--- src/rtl/dfsp_pkg.sv ---
package dfsp_pkg;
  localparam int DATA_BITS = 10;
  localparam int IDX_W     = $clog2(DATA_BITS);
  localparam int ADDR_POS  = 0;
  localparam int REF_POS   = 1;

  typedef struct packed {
    logic             wrShift;
    logic             wrCommit;
    logic             rdLoad;
    logic             rdDrive;
    logic             rdStop;
    logic [IDX_W-1:0] bitIdx;
  } strobe_t;
endpackage

--- src/rtl/dfsp_sync.sv ---
module dfsp_sync #(
  parameter int WIDTH  = 4,
  parameter int STAGES = 2
) (
  input  logic             clk,
  input  logic             rstN,
  input  logic [WIDTH-1:0] asyncIn,
  output logic [WIDTH-1:0] syncOut,
  output logic [WIDTH-1:0] lastOut
);
  logic [WIDTH-1:0] stage [STAGES];

  for (genvar g = 0; g < STAGES; g++) begin : gStage
    if (g == 0) begin : gFirst
      always_ff @(posedge clk or negedge rstN)
        if (!rstN) stage[g] <= '0;
        else       stage[g] <= asyncIn;
    end else begin : gNext
      always_ff @(posedge clk or negedge rstN)
        if (!rstN) stage[g] <= '0;
        else       stage[g] <= stage[g-1];
    end
  end

  always_ff @(posedge clk or negedge rstN)
    if (!rstN) lastOut <= '0;
    else       lastOut <= stage[STAGES-1];

  assign syncOut = stage[STAGES-1];
endmodule

--- src/rtl/dfsp_ctrl.sv ---
module dfsp_ctrl
  import dfsp_pkg::*;
#(
  parameter int WR_CLKS = 13
) (
  input  logic    clk,
  input  logic    rstN,
  input  logic    sclkS,
  input  logic    sclkD,
  input  logic    tfsS,
  input  logic    tfsD,
  input  logic    rfsS,
  input  logic    rfsD,
  output strobe_t st
);
  localparam int WCNT_W = $clog2(WR_CLKS + 1);
  localparam int RCNT_W = $clog2(DATA_BITS + 1);
  localparam logic [WCNT_W-1:0] WR_LAST = WCNT_W'(WR_CLKS - 1);
  localparam logic [WCNT_W-1:0] WR_DATA = WCNT_W'(DATA_BITS);
  localparam logic [RCNT_W-1:0] RD_DATA = RCNT_W'(DATA_BITS);

  logic              wrActive, rdActive;
  logic [WCNT_W-1:0] wrCnt;
  logic [RCNT_W-1:0] rdCnt;
  logic sclkRise, sclkFall, tfsFall, rfsRise;

  assign sclkRise = sclkS & ~sclkD;
  assign sclkFall = ~sclkS & sclkD;
  assign tfsFall  = ~tfsS & tfsD;
  assign rfsRise  = rfsS & ~rfsD;

  always_comb begin
    st.wrShift  = !tfsFall && sclkFall && wrActive && (wrCnt < WR_DATA);
    st.wrCommit = st.wrShift && (wrCnt == WR_DATA - 1'b1);
    st.rdLoad   = rfsRise;
    st.rdDrive  = !rfsRise && sclkRise && rdActive && (rdCnt < RD_DATA);
    st.rdStop   = !rfsRise && sclkRise && rdActive && (rdCnt == RD_DATA);
    st.bitIdx   = IDX_W'(DATA_BITS - 1) - IDX_W'(rdCnt);
  end

  always_ff @(posedge clk or negedge rstN) begin
    if (!rstN) begin
      wrActive <= 1'b0;
      wrCnt    <= '0;
    end else if (tfsFall) begin
      wrActive <= 1'b1;
      wrCnt    <= '0;
    end else if (sclkFall && wrActive) begin
      if (wrCnt == WR_LAST) begin
        wrActive <= 1'b0;
        wrCnt    <= '0;
      end else begin
        wrCnt <= wrCnt + 1'b1;
      end
    end
  end

  always_ff @(posedge clk or negedge rstN) begin
    if (!rstN) begin
      rdActive <= 1'b0;
      rdCnt    <= '0;
    end else if (rfsRise) begin
      rdActive <= 1'b1;
      rdCnt    <= '0;
    end else if (st.rdDrive) begin
      rdCnt <= rdCnt + 1'b1;
    end else if (st.rdStop) begin
      rdActive <= 1'b0;
      rdCnt    <= '0;
    end
  end

  assert_wrcnt_bound_R3: assert property (@(posedge clk) disable iff (!rstN)
    wrCnt <= WR_LAST);
  assert_rdcnt_bound_R8: assert property (@(posedge clk) disable iff (!rstN)
    rdCnt <= RD_DATA);
  assert_idle_no_count_R9: assert property (@(posedge clk) disable iff (!rstN)
    (!rdActive && !rfsRise) |=> (rdCnt == '0));
endmodule

--- src/rtl/dfsp_data.sv ---
module dfsp_data
  import dfsp_pkg::*;
(
  input  logic                 clk,
  input  logic                 rstN,
  input  strobe_t              st,
  input  logic                 dinS,
  input  logic                 addrPin,
  input  logic [DATA_BITS-1:0] resultIn,
  output logic                 doutOut,
  output logic                 doutOe,
  output logic [DATA_BITS-1:0] ctrlWord,
  output logic                 ctrlValid
);
  logic [DATA_BITS-1:0] wrReg, nextWord, resHold;
  logic                 selected;

  assign nextWord = {wrReg[DATA_BITS-2:0], dinS};

  always_ff @(posedge clk or negedge rstN) begin
    if (!rstN) begin
      wrReg     <= '0;
      ctrlWord  <= '0;
      ctrlValid <= 1'b0;
      selected  <= 1'b0;
      resHold   <= '0;
      doutOut   <= 1'b0;
      doutOe    <= 1'b0;
    end else begin
      ctrlValid <= 1'b0;
      if (st.wrShift) wrReg <= nextWord;
      if (st.wrCommit) begin
        if (nextWord[ADDR_POS] == addrPin) begin
          ctrlWord  <= nextWord;
          ctrlValid <= 1'b1;
          selected  <= 1'b1;
        end else begin
          selected <= 1'b0;
        end
      end
      if (st.rdLoad) begin
        resHold <= resultIn;
        doutOe  <= 1'b0;
      end else if (st.rdDrive) begin
        doutOut <= resHold[st.bitIdx];
        doutOe  <= selected;
      end else if (st.rdStop) begin
        doutOut <= 1'b0;
        doutOe  <= 1'b0;
      end
    end
  end

  assert_valid_pulse_R4: assert property (@(posedge clk) disable iff (!rstN)
    ctrlValid |=> !ctrlValid);
  assert_oe_needs_sel_R5: assert property (@(posedge clk) disable iff (!rstN)
    $rose(doutOe) |-> $past(selected));
  assert_hold_result_R6: assert property (@(posedge clk) disable iff (!rstN)
    !st.rdLoad |=> $stable(resHold));
  assert_oe_drop_R8: assert property (@(posedge clk) disable iff (!rstN)
    st.rdStop |=> !doutOe);
endmodule

--- src/rtl/dfsp_port.sv ---
module dfsp_port
  import dfsp_pkg::*;
#(
  parameter int WR_CLKS     = 13,
  parameter int SYNC_STAGES = 2
) (
  input  logic                 clk,
  input  logic                 rstN,
  input  logic                 sclkIn,
  input  logic                 tfsIn,
  input  logic                 rfsIn,
  input  logic                 dinIn,
  input  logic                 addrPin,
  input  logic [DATA_BITS-1:0] resultIn,
  output logic                 doutOut,
  output logic                 doutOe,
  output logic [DATA_BITS-1:0] ctrlWord,
  output logic                 ctrlValid
);
  logic [3:0] pinSync, pinLast;
  strobe_t    st;

  dfsp_sync #(.WIDTH(4), .STAGES(SYNC_STAGES)) uSync (
    .clk     (clk),
    .rstN    (rstN),
    .asyncIn ({dinIn, rfsIn, tfsIn, sclkIn}),
    .syncOut (pinSync),
    .lastOut (pinLast)
  );

  dfsp_ctrl #(.WR_CLKS(WR_CLKS)) uCtrl (
    .clk   (clk),
    .rstN  (rstN),
    .sclkS (pinSync[0]),
    .sclkD (pinLast[0]),
    .tfsS  (pinSync[1]),
    .tfsD  (pinLast[1]),
    .rfsS  (pinSync[2]),
    .rfsD  (pinLast[2]),
    .st    (st)
  );

  dfsp_data uData (
    .clk       (clk),
    .rstN      (rstN),
    .st        (st),
    .dinS      (pinSync[3]),
    .addrPin   (addrPin),
    .resultIn  (resultIn),
    .doutOut   (doutOut),
    .doutOe    (doutOe),
    .ctrlWord  (ctrlWord),
    .ctrlValid (ctrlValid)
  );
endmodule

--- config.mk ---
export PLATFORM = sky130hd
export DESIGN_NAME = dfsp_port
export DESIGN_NICKNAME = d
export VERILOG_FILES = /design/src/rtl/dfsp_pkg.sv /design/src/rtl/dfsp_sync.sv /design/src/rtl/dfsp_ctrl.sv /design/src/rtl/dfsp_data.sv /design/src/rtl/dfsp_port.sv
export SDC_FILE = /design/constraint.sdc
export NUM_CORES = 1
export LEC_CHECK = 0
export ABC_AREA = 1
export BUFFER_PORTS_ARGS = -buffer_cell sky130_fd_sc_hd__buf_2
export CAP_MARGIN = 20
export CORE_ASPECT_RATIO = 2
export CORE_MARGIN = 5
export CORE_UTILIZATION = 35
export DETAILED_ROUTE_END_ITERATION = 6
export SYNTH_ARGS = -nofsm -noshare
export SYNTH_HDL_FRONTEND = slang
export SYNTH_SLANG_ARGS = --single-unit
--- constraint.sdc ---
create_clock -name clk -period 1.3 [get_ports clk]
set_input_delay 0.13 -clock clk [delete_from_list [all_inputs] [get_ports clk]]
set_output_delay 0.13 -clock clk [all_outputs]
set_load 0.01 [all_outputs]
# Word level (Yosys, flattened, before mapping)
# Index checks and enable logic that the tools add are counted.
# op_classes
reduce_logical	20
muxes	19
eq_ne	5
order_cmp	3
bitwise	9
addsub	3
# ops
cell	count
2-to-1 mux 4 bit	6
equality test 4 bit, second input constant	3
2-to-1 mux 1 bit	12
logical AND 1 bit	9
adder 4 x 1 -> 4 bit, second input constant	2
< comparator 4 bit, second input constant	2
AND reduction 2 bit	4
nonzero test 2 bit	4
< comparator 4 x 5 -> 1 bit, second input constant	1
inverter 1 bit	5
bitwise AND 1 bit	4
binary-select mux 1 bit (select 4 bit)	1
subtractor 4 bit, first input constant	1
nonzero test 3 bit	1
zero test 1 bit	2
!= test 2 x 1 -> 1 bit, second input constant	1
equality test 1 bit	1
# word_totals
wordCells	73
input_bits	17
ff_bits	54
output_inout_bits	13

# Longest topological paths before layout
# Gate-level depths: netlist of run 1.
# depth
depth_word	9
depth_mapped	9
ltp_nobuf	9

# Hierarchy
# From an unflattened synthesis of run 1, not the netlist that was laid out.
# hier_totals
hier_cells	256
hier_area_um2	2371.0
# modules_own_cells
module	area_each_um2	cells_per_inst	seq_area_each_um2	n_inst
dfsp_data	1351.3	152	825.8	1
dfsp_ctrl	689.4	88	250.2	1
dfsp_sync	330.3	16	300.3	1

# Worst setup path after synthesis of run 1
# No wires, ideal clock.
# synth_path
path_kind	flip-flop to flip-flop
start	reg uSync.stage, in the netlist uSync.syncOut[0]
end	reg uData.ctrlWord[0]
path_slack_ns	-0.061
t_required_ns	1.182
synth_period_minus_slack_ns	1.361
n_path_buf	1
stages_incl_launch_ff	9
arrival_ns	1.243
setup_time_ns	0.118
path_cell_list	dfrtp_1 > nand3b_1 > nor2_2 > nand2_2 > inv_2 > nand3_2 > buf_4 > nand2_1 > o21ai_2
# synth_via
elab_chain_cells	7
# synth_lines
item	line	source
start: declaration	dfsp_sync.sv:11	logic [WIDTH-1:0] stage [STAGES];
start signal: indexed assignment	dfsp_sync.sv:21	else stage[g] <= stage[g-1];
inverter 1 bit	dfsp_ctrl.sv:28	assign sclkFall = ~sclkS & sclkD;
bitwise AND 1 bit	dfsp_ctrl.sv:28	
logical AND 1 bit (3 in a row)	dfsp_ctrl.sv:33	st.wrShift = !tfsFall && sclkFall && wrActive && (wrCnt < WR_DATA);
logical AND 1 bit	dfsp_ctrl.sv:34	st.wrCommit = st.wrShift && (wrCnt == WR_DATA - 1'b1);
AND reduction 2 bit (no source line)	--	
end signal: assignment	dfsp_data.sv:34	ctrlWord <= nextWord;
end: declaration	dfsp_data.sv:12	output logic [DATA_BITS-1:0] ctrlWord,
# No other way between the ends.
# A chain may end at the register's enable or synchronous reset.

# Worst setup path in the final report of run 1
# layout_path
start	reg uSync.stage, in the netlist uSync.syncOut[0]
end	reg uData.ctrlWord[3]
# The elaborated chain is that of the path after synthesis.

==> results of run 1 <==
final cells by class:
type                    instances  area (sq um)
flip-flops and latches         54          1350
clock buffers                   7           143
fillers                       632          3350
multi-input cells             148           857
clock inverters                 1          5.00
inverters                      30           113
repair buffers                 60           435
well taps                      86           108
how the worst min path moves through the flow:
stage / startpoint / end / slack [ps]
2_1_floorplan: rstN / uCtrl.rdActive / -170
4_1_cts: resultIn[9] / uData.resHold[9] / 70
3_5_place_dp: rstN / uData.resHold[0] / 150
6_report: resultIn[9] / uData.resHold[9] / 70
5_1_grt: resultIn[9] / uData.resHold[9] / 80
3_3_place_gp: rstN / uData.resHold[0] / 150
registers in the layout, summed over array words and instances (netlist names), 3 cells and up:
register and count:
uCtrl.rdCnt 4, uCtrl.wrCnt 4, uData.ctrlWord 10, uData.resHold 10, uData.wrReg 9, uSync.lastOut 3, uSync.stage 4, uSync.syncOut 4
where the power goes:
part	leakage [nW]	switching (mW)	internal [mW]
Combinational	0.756	0.439	0.383
Sequential	0.669	0.100	1.87
Clock	0.0739	0.561	0.764
Total	1.50	1.10	3.01
cells in the mapped netlist (2+ instances only):
library cell / number / area share (%)
nand2_1: 57 / 9.4
dfrtp_1: 54 / 59
inv_1: 29 / 4.8
nand3_1: 15 / 3.3
nor2_1: 15 / 2.5
o21ai_0: 14 / 3.1
a21oi_1: 12 / 2.6
o21ai_2: 9 / 3.5
ha_1: 7 / 3.8
clkbuf_1: 4 / 0.66
nand3b_1: 4 / 1.3
nor3_1: 3 / 0.66
xnor2_1: 2 / 0.77
per-layer routing:
layer  up-vias  global-route usage, %  share of wire (%)  routed length (um)
met1       800                   12.9                 40                1790
met3         8                   2.89                4.4                 194
li1        876                      -                  -                   -
met2        29                   20.6                 53                2360
met5         -                      0                  0                   0
met4         0                   5.72                2.2                  96
worst reg2reg max path, cell delays in order (launching register included):
cell      delay (ps)
dfrtp_1          370
nand3b_1         240
nor2_2           170
nand2_2           70
inv_2             60
nand3_2           80
buf_12           170
nand2_1           80
o21ai_2           50
cells by family after synthesis:
group / synth area share (%)
buffers and inverters: 6.41
flip-flops: 59.2
multiplexers: 0.493
XOR/XNOR: 1.15
AND/OR/NAND/NOR: 19.2
adder cells (fa/ha/maj): 3.84
AO/OA/AOI/OAI: 9.70
repair_timing:
item	CTS	global route
hold buffers	5	0
pin swaps	1	7
hold endpoints to repair	58	0
endpoints found under the setup margin	12	30
gates resized for setup	5	19
setup buffers	2	3
==> impl_metrics.toml, run 1 <==
[worst_setup_path]
critical_path.endpoint_type = "register"
r2r_end = "uData.ctrlWord[3]"
worst_path_max_delay_cell = "dfrtp_1"
worst_setup_path_start_kind = "register"
cp.required_ps = 1480
crit_buf_inv = 2
critPathKind = "reg -> reg"
path_delay_family = "simple AND/OR/NAND/NOR gates"
slowest_delay_ps = 370
rrSetupSlack_ps = -90
r2r_start = "uSync.syncOut[0]"
cp-startpoint = "uSync.syncOut[0]"
path_depth = 8
cp_data_arrival_time_ps = 1580
crit_path_end = "uData.ctrlWord[3]"
ff2ff_path_depth = 8
cp_max_fo = 21
cp_cell_sequence = "nand3b_1 -> nor2_2 -> nand2_2 -> inv_2 -> nand3_2 -> buf_12 -> nand2_1 -> o21ai_2"

[yosys]
ys_types = 26
ys_seq_area_share_pct = 59.2
synthesis.nets = 262
ys.warnings.count = 0
syn_inst = 238
netlist_area_sq_mm = 0.00228
ys_async_sr_fraction_pct = 100
synth.avg_cell_area_sq_um = 9.59
postSynthRegisterBits = 54
synth_edf_count = 0
synth_ff_type = "dfrtp_1"

[layout]
drive_above_1_share_pct = 32.3
mostFrequentLayoutCells = "53 x nand2_1, 53 x dfrtp_1, 29 x buf_2, 26 x inv_1, 21 x buf_4"
fin_util_pct = 47.4
fin_cells = 386
design_area_sq_mm = 0.00301
diodes = 0
area_growth_pct = 32.0
fin_nets = 323

[sta]
timing.fmax_mhz = 717
tightestPinTransition_ps = 292
clock_skew_ps = 4.25
period_share_pct = 107
period_minus_slack_ps = 1390
grt_setup_unrepaired = "true"
drv_slew = 0
fin_ws_ps = -94.7
slew_headroom_pct = 80.6
setup_violations = 11
finalHoldViolCount = 0
whs_ps = 74.5
totalNegativeSetupSlack_ps = -867

[pwr]
pwr_density_cell_mw_per_mm2 = 1370
finalPower_mw = 4.11
vdd_drop_max_mv = 0.798
static-leakage-power_nw = 1.50

[place]
placed_area_sq_mm = 0.00270
post-place-ws_ps = -101
port_buffers = 29
place_congestion = 0.748
dp.cells = 368
dpl.hpwl_mm = 3.11

[floorplanning]
die_width_um = 67.1
die_h_um = 124
start_util_pct = 35.9
core_sq_mm = 0.00636
io-pin-count = 30
rows = 41
die_area_sq_mm = 0.00833

[cts]
clk_pin_slew_ps = 70
cts_tree = "yes"
clock_latency_ps = 290
cts-buffers-inserted = 5
cts.path.max_buffers = 2
htreeDepth = 2
clock-sinks = 54
cts-root-buf = "clkbuf_16"

[detailed_routing]
vias = 1713
firstDrtPassIters = 4
antenna_left = 0
routedWlPerCell_um = 11.5
drt_iter0_drc = 62
routed_via_density = 4.44
drc = 0
finalWirelength_mm = 4.45

[global_routing]
grt_usage_pct = 11.8
grt_max_degree = 55
grt_pass1_wl_mm = 7.46
antenna_found_initial = 0
grt_pass1_vias = 1679
grt-ovfl-total = 0

[job]
drv_cap = 0

[status]
status = "finished, violations left"
failed_checks = "setup timing"

[hold_path]
hold_class = "in -> reg"
whs_path_depth = 2
No activity file was read; power rests on OpenSTA's default activity.
==> run 2: changes to the inputs <==
--- a/config.mk
+++ b/config.mk
@@ -12,6 +12,7 @@
 export CORE_MARGIN = 5
 export CORE_UTILIZATION = 35
 export DETAILED_ROUTE_END_ITERATION = 6
+export PLACE_DENSITY = 0.54
 export SYNTH_ARGS = -nofsm -noshare
 export SYNTH_HDL_FRONTEND = slang
 export SYNTH_SLANG_ARGS = --single-unit
==> run 2 against run 1 <==
Global-route usage rose by 0.71 points. Sequential power about the same. The flow still finishes with violations (setup timing). Critical endpoint is now uData.ctrlWord[6]. Register-to-register slack improved by 60 ps. Utilization grew 0.55 points. Wire length is 2.0% higher. Non-clock buffer count grew 2. Critical path depth stayed put. Design area rose by 1.2%. First-iteration DRC count rose by 24%. Flip-flop and latch count unchanged. Clock skew increased by 2.8 ps. Fmax increased by 4.7%.
==> impl_metrics.toml, run 2 (same netlist as run 1, synthesis figures left out) <==
[sta]
period_share_pct = 102
fin_ws_ps = -31.5
slew_headroom_pct = 73.5
setup_violations = 11
tightestPinTransition_ps = 398
timing.fmax_mhz = 751
grt_setup_unrepaired = "true"
drv_slew = 0
period_minus_slack_ps = 1330
totalNegativeSetupSlack_ps = -186
finalHoldViolCount = 0
clock_skew_ps = 7.01

[worst_setup_path]
cp-startpoint = "uSync.syncOut[0]"
cp_data_arrival_time_ps = 1510
cp_max_fo = 21
r2r_start = "uSync.syncOut[0]"
critical_path.endpoint_type = "register"
worst_setup_path_start_kind = "register"
cp.required_ps = 1480
rrSetupSlack_ps = -30
critPathKind = "reg -> reg"

[detailed_routing]
finalWirelength_mm = 4.54
routedWlPerCell_um = 11.7
antenna_left = 0
firstDrtPassIters = 4
drc = 0
vias = 1716
routed_via_density = 4.43
drt_iter0_drc = 77

[layout]
top_regs = "uData.ctrlWord (10), uData.resHold (10), uData.wrReg (9)"
mostFrequentLayoutCells = "52 x nand2_1, 52 x dfrtp_1, 29 x buf_2, 25 x inv_1, 24 x buf_4"
area_growth_pct = 33.6
fin_nets = 325
diodes = 0
design_area_sq_mm = 0.00305
drive_above_1_share_pct = 36.2

[floorplanning]
rows = 41
die_h_um = 124
die_area_sq_mm = 0.00833
die_width_um = 67.1
start_util_pct = 35.9
io-pin-count = 30
core_sq_mm = 0.00636

[place]
port_buffers = 29
dpl.hpwl_mm = 3.30
post-place-ws_ps = -76.7
placed_area_sq_mm = 0.00271
place_congestion = 0.791

[cts]
clock_latency_ps = 290
cts.path.max_buffers = 2
cts_tree = "yes"
clock-sinks = 54
clk_pin_slew_ps = 60
cts-root-buf = "clkbuf_16"
htreeDepth = 2
cts-buffers-inserted = 5

[global_routing]
grt_pass1_wl_mm = 7.76
grt_max_degree = 26
grt_pass1_vias = 1804
grt_usage_pct = 12.5
grt-ovfl-total = 0
antenna_found_initial = 0

[pwr]
vdd_drop_max_mv = 0.907
static-leakage-power_nw = 1.51
pwr_density_cell_mw_per_mm2 = 1330

[status]
failed_checks = "setup timing"
status = "finished, violations left"

[hold_path]
worstHoldStart = "resultIn[9]"
hold_class = "in -> reg"

[job]
drv_cap = 0
run 2: cell types whose count changed in the layout (fill, tap and decap cells not counted), moves of 2 or more:
cell | previous run | this run
nor3_2 | 0 | 2
buf_4 | 21 | 24
o21ai_2 | 9 | 11
nor3_1 | 3 | 1
o21ai_0 | 11 | 9
run 2: critical path, stage by stage, from the launching register on:
cell and delay, ps:
dfrtp_1 370, nand3b_1 190, nor2_2 150, nand2_2 80, inv_2 60, nand3_2 80
buf_12 170, nand2_1 80, o21ai_2 50
run 2: timing repair:
action	in CTS	in global routing
hold buffers	5	0
resized for setup	6	32
hold endpoints to repair	19	0
buffers inserted	2	2
pin swaps	0	4
setup endpoints to repair	16	31
run 2: layout make-up:
cell class | instances | area, sq um
Fill cell | 647 | 3310
Sequential cell | 54 | 1350
Multi-Input combinational cell | 148 | 898
Timing Repair Buffer | 62 | 438
Clock buffer | 5 | 125
Inverter | 30 | 115
Tap cell | 86 | 108
Clock inverter | 2 | 10.0
run 2: layer usage:
layer / global-route usage [%] / part of all wire, % / wire (um)
met5: 0 / 0 / 0
met4: 6.48 / 2.2 / 100
met1: 12.8 / 38 / 1710
met3: 3.61 / 3.7 / 170
met2: 22.2 / 56 / 2560
run 2: stage by stage:
stage | hold slack (ps) | power, mW | std cells | utilization [%]
finish | 68.7 | 4.05 | 387 | 47.9
global route | 63.7 | 4.33 | 387 | 47.9
CTS | 61.6 | 4.04 | 386 | 46.1
detailed placement | 85.4 | 2.72 | 372 | 42.7
global placement | 83.6 | 2.70 | 372 | 42.7
floorplan | -166 | 2.39 | 238 | -
run 2: final timing paths:
path	endpoint	cells after the start
setup / recovery	uData.ctrlWord[6]	8
hold / removal	uData.resHold[9]	2
setup reg to reg	uData.ctrlWord[6]	8
hold reg to reg	uSync.syncOut[1]	0
max in group asynchronous	uCtrl.rdCnt[0]	3
min in group asynchronous	uData.resHold[2]	2
run 2: power breakdown:
group	total [mW]	internal (mW)	switching, mW
Clock	1.25	0.696	0.557
Combinational	0.807	0.380	0.428
Sequential	1.99	1.87	0.120
Total	4.05	2.94	1.10
==> run 3: changes to the inputs <==
--- a/config.mk
+++ b/config.mk
@@ -6,13 +6,13 @@
 export NUM_CORES = 1
 export LEC_CHECK = 0
 export ABC_AREA = 1
-export BUFFER_PORTS_ARGS = -buffer_cell sky130_fd_sc_hd__buf_2
 export CAP_MARGIN = 20
 export CORE_ASPECT_RATIO = 2
 export CORE_MARGIN = 5
 export CORE_UTILIZATION = 35
 export DETAILED_ROUTE_END_ITERATION = 6
-export PLACE_DENSITY = 0.54
+export DONT_BUFFER_PORTS = 1
+export PLACE_DENSITY_LB_ADDON = 0.2
 export SYNTH_ARGS = -nofsm -noshare
 export SYNTH_HDL_FRONTEND = slang
 export SYNTH_SLANG_ARGS = --single-unit
==> run 3 against run 2 <==
The flow finishes with violations (hold timing, setup timing). First-iteration DRC count shrank 23%. Non-clock buffer count shrank 22. Design area shrank 2.4%. Critical path depth is the same. Clock power grew 11%. Wire length grew 1.1%. Combinational power shrank 6.6%. Sequential power is essentially flat. Register-to-register slack lost 40 ps. Sequential share of layout area grew 1.1 points. Power grew 2.3%. Critical path type unchanged. Highest routed layer unchanged.
==> impl_metrics.toml, run 3 (same netlist as run 1, synthesis figures left out) <==
[layout]
fill_cells = 649
top_regs = "uData.ctrlWord (10), uData.resHold (10), uData.wrReg (9)"
area_growth_pct = 30.3
fin_cells = 366
drive_above_1_share_pct = 25.0
design_area_sq_mm = 0.00297
fin_nets = 303
mostFrequentLayoutCells = "53 x nand2_1, 52 x dfrtp_1, 25 x inv_1, 22 x buf_4, 14 x nand3_1"
fin_util_pct = 46.8
final_common_cell = "nand2_1"
diodes = 0
multiInputGateArea_sq_um = 876
ff_latch_area_sq_mm = 0.00135

[detailed_routing]
firstDrtPassIters = 4
drc = 0
antenna_left = 0
drt_iter0_drc = 59
routed_via_density = 4.59
vias = 1680
finalWirelength_mm = 4.59
routedWlPerCell_um = 12.5

[floorplanning]
rows = 41
core_sq_mm = 0.00636
io-pin-count = 30
die_width_um = 67.1
die_area_sq_mm = 0.00833
die_h_um = 124
start_util_pct = 35.9

[place]
port_buffers = 0
placed_area_sq_mm = 0.00254
post-place-ws_ps = -97.3
dpl.hpwl_mm = 3.17
place_congestion = 0.782
dp.cells = 341

[worst_setup_path]
cp_max_fo = 21
ff2ff_path_depth = 8
critical_path.endpoint_type = "register"
cp.required_ps = 1490
r2r_start = "uSync.syncOut[0]"
cp_data_arrival_time_ps = 1560
critPathKind = "reg -> reg"
r2r_end = "uData.ctrlWord[2]"
rrSetupSlack_ps = -70
worst_setup_path_start_kind = "register"

[cts]
cts-root-buf = "clkbuf_16"
clk_pin_slew_ps = 70
clock_latency_ps = 300
clock-sinks = 54
cts_tree = "yes"
cts.path.max_buffers = 2
cts-buffers-inserted = 5
cts_hold_buf = 13
htreeDepth = 2

[sta]
clock_skew_ps = 8.10
period_share_pct = 105
period_minus_slack_ps = 1370
whs_ps = -477
finalHoldViolCount = 54
slew_headroom_pct = 79.0
drv_slew = 0
timing.fmax_mhz = 730
totalNegativeSetupSlack_ps = -665
tightestPinTransition_ps = 314
setup_violations = 12
fin_ws_ps = -70.5
grt_setup_unrepaired = "true"

[pwr]
static-leakage-power_nw = 1.43
finalPower_mw = 4.14
pwr_density_cell_mw_per_mm2 = 1390
vdd_drop_max_mv = 1.13

[global_routing]
grt-ovfl-total = 0
grt_pass1_vias = 1771
grt_usage_pct = 12.4
antenna_found_initial = 0
grt_pass1_wl_mm = 7.84
grt_max_degree = 55

[status]
status = "finished, violations left"
failed_checks = "hold timing, setup timing"

[hold_path]
hold_class = "in -> async"

[job]
drv_cap = 0
run 3: cell types whose count changed in the layout (fill, tap and decap cells not counted), sizes merged:
cell / before / now
inv: 30 / 31
clkinvlp: 0 / 1
dlygate4sd3: 5 / 13
buf: 57 / 27
clkbuf: 5 / 6
clkinv: 2 / 0
run 3: final cells by class:
| type | instances | share of cell area, % |
|---|---|---|
| sequential | 54 | 45.5 |
| multi-input combinational | 148 | 29.4 |
| timing repair buffer | 40 | 12.4 |
| clock buffer | 6 | 4.67 |
| inverter | 30 | 3.79 |
| tap | 86 | 3.62 |
| clock inverter | 2 | 0.547 |
run 3: power breakdown:
group,internal (mW),leakage (nW),switching (mW)
Combinational,0.379,0.687,0.375
Clock,0.774,0.0735,0.619
Sequential,1.86,0.667,0.128
run 3: worst max-delay path: stages (launching register included):
cell      delay (ps)
dfrtp_1          380
nand3b_1         200
nor2_2           160
nand2_2           80
inv_2             70
nand3_2           70
buf_12           170
nand2_1           70
o21ai_2           50
run 3: metal layers:
metal | global-route usage, % | part of all wire, %
met1 | 12.4 | 37
met4 | 6.61 | 2.7
met2 | 22.5 | 56
met3 | 3.43 | 4.2
met5 | 0 | 0
run 3: timing repair:
item / in CTS / in global routing
hold endpoints to repair: 67 / 54
pin swaps: 4 / 17
endpoints found under the setup margin: 20 / 31
setup buffers: 4 / 2
gates resized for setup: 9 / 20
run 3: how the worst max path moves through the flow:
stage	start	endpoint	slack (ps)	cells after the start
after floorplan	uSync.syncOut[0]	uData.ctrlWord[0]	-40	8
after global placement	uSync.syncOut[0]	uData.ctrlWord[7]	-70	8
after detailed placement	uSync.syncOut[0]	uData.ctrlWord[0]	-100	8
after CTS	uSync.syncOut[0]	uData.ctrlWord[0]	-80	8
after global routing	uSync.syncOut[0]	uData.ctrlWord[1]	-170	8
final	uSync.syncOut[0]	uData.ctrlWord[2]	-70	8
